### src/rtl/clkmode_fsm.sv
module clkmode_fsm (
  input  logic       clk,
  input  logic       rst_n,
  input  logic [1:0] sel_req,
  input  logic       dco_ok,
  input  logic       ext_ok,
  input  logic       dco_lost,
  input  logic       off_req,
  output logic [2:0] mode,
  output logic       dco_en,
  output logic       irc_en,
  output logic       src_ext
);

  typedef enum logic [2:0] {
    M_SCM = 3'b000,
    M_FEI = 3'b001,
    M_FBE = 3'b010,
    M_FEE = 3'b011,
    M_OFF = 3'b100
  } mode_t;

  mode_t      st, nx;
  logic [1:0] keep_sel;
  logic       keep_ext;
  logic       dco_good;

  assign dco_good = dco_ok & ~dco_lost;

  always_comb begin
    nx = M_SCM;
    if (off_req)
      nx = M_OFF;
    else if (st == M_OFF)
      nx = (keep_sel == 2'b10 && keep_ext) ? M_FBE : M_SCM;
    else
      case (sel_req)
        2'b01: nx = dco_good ? M_FEI : M_SCM;
        2'b10: nx = ext_ok ? M_FBE : M_SCM;
        2'b11: begin
          if (ext_ok && dco_good)
            nx = M_FEE;
          else if (ext_ok && dco_lost && (st == M_FEE || st == M_FBE))
            nx = M_FBE;
          else
            nx = M_SCM;
        end
        default: nx = M_SCM;
      endcase
  end

  always_ff @(posedge clk or negedge rst_n) begin
    if (!rst_n) begin
      st       <= M_SCM;
      keep_sel <= 2'b00;
      keep_ext <= 1'b0;
    end else begin
      st <= nx;
      if (off_req && st != M_OFF) begin
        keep_sel <= sel_req;
        keep_ext <= ext_ok;
      end
    end
  end

  assign mode    = st;
  assign dco_en  = (st == M_SCM) || (st == M_FEI) || (st == M_FEE);
  assign irc_en  = (st == M_FEI);
  assign src_ext = (st == M_FBE);

  assert_off_R2: assert property (@(posedge clk) disable iff (!rst_n)
    off_req |=> mode == 3'b100);

  assert_sel0_R3: assert property (@(posedge clk) disable iff (!rst_n)
    (!off_req && mode != 3'b100 && sel_req == 2'b00) |=> mode == 3'b000);

  assert_fei_guard_R4: assert property (@(posedge clk) disable iff (!rst_n)
    (!off_req && mode != 3'b100 && sel_req == 2'b01 && (!dco_ok || dco_lost))
      |=> mode == 3'b000);

  assert_fbe_R5: assert property (@(posedge clk) disable iff (!rst_n)
    (!off_req && mode != 3'b100 && sel_req == 2'b10 && ext_ok) |=> mode == 3'b010);

  assert_fee_R6: assert property (@(posedge clk) disable iff (!rst_n)
    (!off_req && mode != 3'b100 && sel_req == 2'b11 && ext_ok && dco_ok && !dco_lost)
      |=> mode == 3'b011);

  assert_loss_R7: assert property (@(posedge clk) disable iff (!rst_n)
    (!off_req && mode == 3'b011 && sel_req == 2'b11 && dco_lost && ext_ok)
      |=> mode == 3'b010);

  assert_resume_R8: assert property (@(posedge clk) disable iff (!rst_n)
    (!off_req && mode == 3'b100) |=> (mode == 3'b010 || mode == 3'b000));

  assert_off_quiet_R9: assert property (@(posedge clk) disable iff (!rst_n)
    off_req |=> (!dco_en && !irc_en && !src_ext));

endmodule

### config.mk
export PLATFORM = sky130hd
export DESIGN_NAME = clkmode_fsm
export DESIGN_NICKNAME = d
export VERILOG_FILES = /design/src/rtl/clkmode_fsm.sv
export SDC_FILE = /design/constraint.sdc
export NUM_CORES = 1
export LEC_CHECK = 0
export BUFFER_PORTS_ARGS = -buffer_cell sky130_fd_sc_hd__buf_4
export CAP_MARGIN = 20
export CORE_AREA = 2 2 39 41
export DETAILED_ROUTE_END_ITERATION = 12
export DIE_AREA = 0 0 41 43
export HOLD_SLACK_MARGIN = 0.12
export PLACE_DENSITY = 0.53
export SYNTH_ARGS = -nofsm -noshare
export SYNTH_HDL_FRONTEND = slang
export SYNTH_SLANG_ARGS = --single-unit
### constraint.sdc
create_clock -name clk -period 2.38 [get_ports clk]
set_input_delay 0.119 -clock clk [delete_from_list [all_inputs] [get_ports clk]]
set_output_delay 0.119 -clock clk [all_outputs]
set_load 0.005 [all_outputs]
; ---- Word-level counts from Yosys, hierarchy flattened
; Index checks and enable logic that the tools add are counted.
[word_totals]
regBits = 6
output_inout_bits = 6
word_cells = 31
input_bits = 8
[classes]
muxes = 8
bitwise_logic = 2
eq_ne = 9
n_reduce_logical = 9
[op_table]
columns = op, count
row1 = 2-bit two-way mux, 5
row2 = "2-bit equality test, second input constant", 3
row3 = "3-bit by 2-bit equality test with 1-bit output, second input constant", 2
row4 = 2-bit one-hot mux with 3 select lines, 1
row5 = 1-bit logical AND, 5
row6 = "3-bit by 1-bit equality test with 1-bit output, second input constant", 1
row7 = "3-bit equality test, second input constant", 1
row8 = 3-bit logical NOT, 1
row9 = 1-bit logical OR, 3
row10 = 3-bit two-way mux, 1
row11 = "3-bit inequality test, second input constant", 1
row12 = "2-bit by 1-bit equality test with 1-bit output, second input constant", 1
row13 = 1-bit AND, 1
row14 = 1-bit two-way mux, 1
row15 = 1-bit NOT, 1

; ---- Depth between registers and ports, before layout
[depth]
depth_word = 8
mapped_depth = 3
ltp_nobuf = 3

; ---- Least setup slack after synthesis
; No wires, ideal clock.
[synth_path]
path_kind = reg2reg
start = register st[0], in the netlist mode[0]
end = register keep_sel[1]
n_path_buf = 0
t_required_ns = 2.255
arrival_time_ns = 1.241
setup_time_ns = 0.125
period_less_slack_ns = 1.366
stages_incl_launch_ff = 4
slack_ns = 1.014
path_cell_list = dfrtp_1 > or3b_1 > nand2_1 > mux2_2
[synth_via]
elab_chain_cells = 2
[synth_lines]
columns = element, line_no
row1 = "start, declared", 23  ; mode_t st, nx;
row2 = "start signal, assigned", 58  ; st <= nx;
row3 = 3-bit inequality test, 59  ; if (off_req && st != M_OFF) begin
row4 = 1-bit logical AND, 59
row5 = "end signal, assigned", 60  ; keep_sel <= sel_req;
row6 = "end, declared", 24  ; logic [1:0] keep_sel;
; Every way passes these cells.
; A chain may end at the register's enable or synchronous reset.

; ---- Final worst setup path
[layout_path]
start = register st[1], in the netlist mode[1]
end = register keep_sel[0]
; The elaborated chain is that of the path after synthesis.

==> out/metrics.json <==
{
  "cts_htree_levels": 1,
  "timing.setup.tns_ns": 0,
  "ys.warnings.count": 0,
  "synth_enable_flop_cells": 0,
  "wirelength_um": 609,
  "worstSetupEndpointType": "register",
  "worst_hold_path_type": "in2reg",
  "synth_largest_type_area_fraction": 0.529,
  "worst_ir_drop_vdd_mv": 0.285,
  "area.growth.synth_to_final_pct": 59.9,
  "cts_hold_buffers": 3,
  "post_cts_setup_repair_bufs": 0,
  "synthTopCellsByArea": "sky130_fd_sc_hd__dfrtp_1 (53%), sky130_fd_sc_hd__mux2_1 (7.9%), sky130_fd_sc_hd__nand2b_1 (4.4%)",
  "drt_iter0_drc": 1,
  "design.die.area_um2": 1760,
  "ff2ff_setup_slack_ns": 0.95,
  "postSynthAreaPerCell_um2": 11.8,
  "finalMaxSlewViolations": 0,
  "std_cell_rows": 14,
  "post_drt_via_cell_ratio": 4.41,
  "die_x_um": 41,
  "post-route-min-period_ns": 1.43,
  "tritoncts.num_buffers": 3,
  "grt_util_all_layers": 0.0848,
  "largest_net_degree_at_the_start_of_global_routing": 7,
  "detailed_place.area_um2": 402,
  "report.final.setup_viol": 0,
  "arrival_ns": 1.54,
  "grt_pass1_vias": 247,
  "die_extent_in_y_um": 43,
  "tightestPinTransition_ns": 0.168,
  "postSynth.topFlopCell": "sky130_fd_sc_hd__dfrtp_1",
  "ctsLongestPathBuffers": 2,
  "postLayoutCellArea_um2": 454,
  "fin_nets": 53,
  "finalHoldViolCount": 0,
  "r2r_end": "keep_sel[0]",
  "placeableCoreArea_um2": 1380,
  "max_freq_mhz": 700,
  "synth.yosys.seq_area_share": 0.529,
  "status": "finished clean",
  "worst_setup_path_start_kind": "register",
  "cts_tree": "done",
  "global_route_overflow": 0,
  "cts.root.buffer_cell": "sky130_fd_sc_hd__clkbuf_4",
  "gp_congestion": 0.722,
  "synthCells": 24,
  "ioPinCount": 14,
  "post_route_cells_drive_above_1_share": 0.395,
  "initial_utilization": 0.205,
  "synthesis.area_um2": 284,
  "synth_fp_nets": 32,
  "worst_slew_margin_rel": 0.888,
  "wl_per_cell_um": 10.3,
  "holdCritStartpoint": "sel_req[0]",
  "max_cap_viol_count": 0,
  "final.period_utilization": 0.600,
  "postSynth.asyncResetShare": 1.00,
  "synth_area_leader_cell": "sky130_fd_sc_hd__dfrtp_1",
  "leakage_nw": 0.223,
  "timing.critical_path.from": "mode[1]",
  "cts_repair_resize_count": 0,
  "final_antenna_net_count": 0,
  "yosys_register_bits": 6,
  "r2r.worst_path.cells": 3,
  "r2r-start": "mode[1]",
  "clk_latency_ns": 0.24,
  "critical_path_class": "reg2reg",
  "skew_ns": 0.00330,
  "critical_path_required_ns": 2.50,
  "non_filler_instance_count_after_layout": 59,
  "dp_worst_setup_slack_ns": 0.962,
  "vias": 260,
  "postLayoutSetupSlackWorst_ns": 0.951,
  "drt_drc_violations_left": 0,
  "endpoint": "keep_sel[0]",
  "grt_first_pass_wirelength_um": 931,
  "synth.most_common_cell": "sky130_fd_sc_hd__dfrtp_1",
  "hpwl_um": 473,
  "number_of_antenna_violations_at_the_first_check_in_global_routing": 0,
  "clkTransAtPathRegs_ns": 0.04,
  "p_per_area_nw_per_um2": 557,
  "placedCellCount": 53,
  "final_core_util": 0.328,
  "rsz_0062_raised_after_global_routing": "no",
  "synth_cell_type_count": 17,
  "clkSinkCount": 6,
  "crit_path_max_fanout": 6,
  "placement.io_buffers": 13,
  "commonest_cells_in_the_netlist": "sky130_fd_sc_hd__dfrtp_1 (6), sky130_fd_sc_hd__mux2_1 (2), sky130_fd_sc_hd__nand2b_1 (2)",
  "drt-pass1-iter-count": 2,
  "num_antenna_cells": 0
}
## layout by cell type (no fill, tap or decap), drive strengths merged
master,synthesis,layout
a21oi,1,1
a41o,1,1
and4b,1,1
buf,0,13
clkbuf,0,3
dfrtp,6,6
dlygate4sd3,0,3
inv,1,1
mux2,3,3
nand2,1,1
nand2b,2,2
nand3,1,1
nand3b,1,1
nor2,1,1
nor2b,1,1
nor3,1,1
nor3b,1,1
or3b,1,1
or4bb,1,1
## registers in the layout (all words and copies together) (netlist names)
name      flops
keep_ext      1
mode          3
keep_sel      2
## final cells by class
cell class / count / area [um2]
Inverter: 1 / 3.75
Multi-Input combinational cell: 17 / 130
Sequential cell: 6 / 150
Tap cell: 16 / 20.0
Timing Repair Buffer: 16 / 128
Fill cell: 143 / 930
Clock buffer: 3 / 22.5
## worst min-delay path by stage
stage | endpoint | slack (ns) | cells past startpoint
floorplan | keep_ext | -0.18 | 0
global placement | mode[1] | -0.07 | 1
detailed placement | mode[1] | -0.07 | 1
CTS | keep_sel[0] | 0.12 | 2
global route | keep_sel[0] | 0.13 | 2
finish | keep_sel[0] | 0.13 | 2
## power by group
| part | internal (mW) | leakage, nW | switching, mW |
|---|---|---|---|
| sequential | 0.113 | 0.0744 | 0.00643 |
| clock | 0.0568 | 0.0138 | 0.0339 |
| combinational | 0.0279 | 0.134 | 0.0148 |
| total | 0.198 | 0.223 | 0.0552 |
## per-layer routing
| layer | track usage | vias up | share of wire |
|---|---|---|---|
| met5 | 0 | - | 0 |
| met2 | 0.116 | 16 | 0.44 |
| met4 | 0.0400 | 0 | 0 |
| li1 | - | 127 | - |
| met1 | 0.0951 | 117 | 0.44 |
| met3 | 0.0628 | 0 | 0.12 |
## kinds of logic after synthesis
| kind of cell | share of synthesized area |
|---|---|
| AND/OR/NAND/NOR | 0.286 |
| flip-flops | 0.529 |
| multiplexers | 0.119 |
| AO/OA/AOI/OAI | 0.0528 |
| buffers and inverters | 0.0132 |
## worst max-delay path, cell delays in order (launching register included)
cell,delay [ns]
sky130_fd_sc_hd__dfrtp_1,0.42
sky130_fd_sc_hd__or3b_1,0.40
sky130_fd_sc_hd__nand2_1,0.14
sky130_fd_sc_hd__mux2_1,0.34
## per-stage QoR
| step | power [mW] | hold WS (ns) |
|---|---|---|
| 2_1_floorplan | 0.138 | -0.177 |
| 3_3_place_gp | 0.161 | -0.0665 |
| 3_5_place_dp | 0.160 | -0.0706 |
| 4_1_cts | 0.259 | 0.124 |
| 5_1_grt | 0.271 | 0.127 |
| 6_report | 0.253 | 0.130 |
Power figures use the tool's default switching activity.
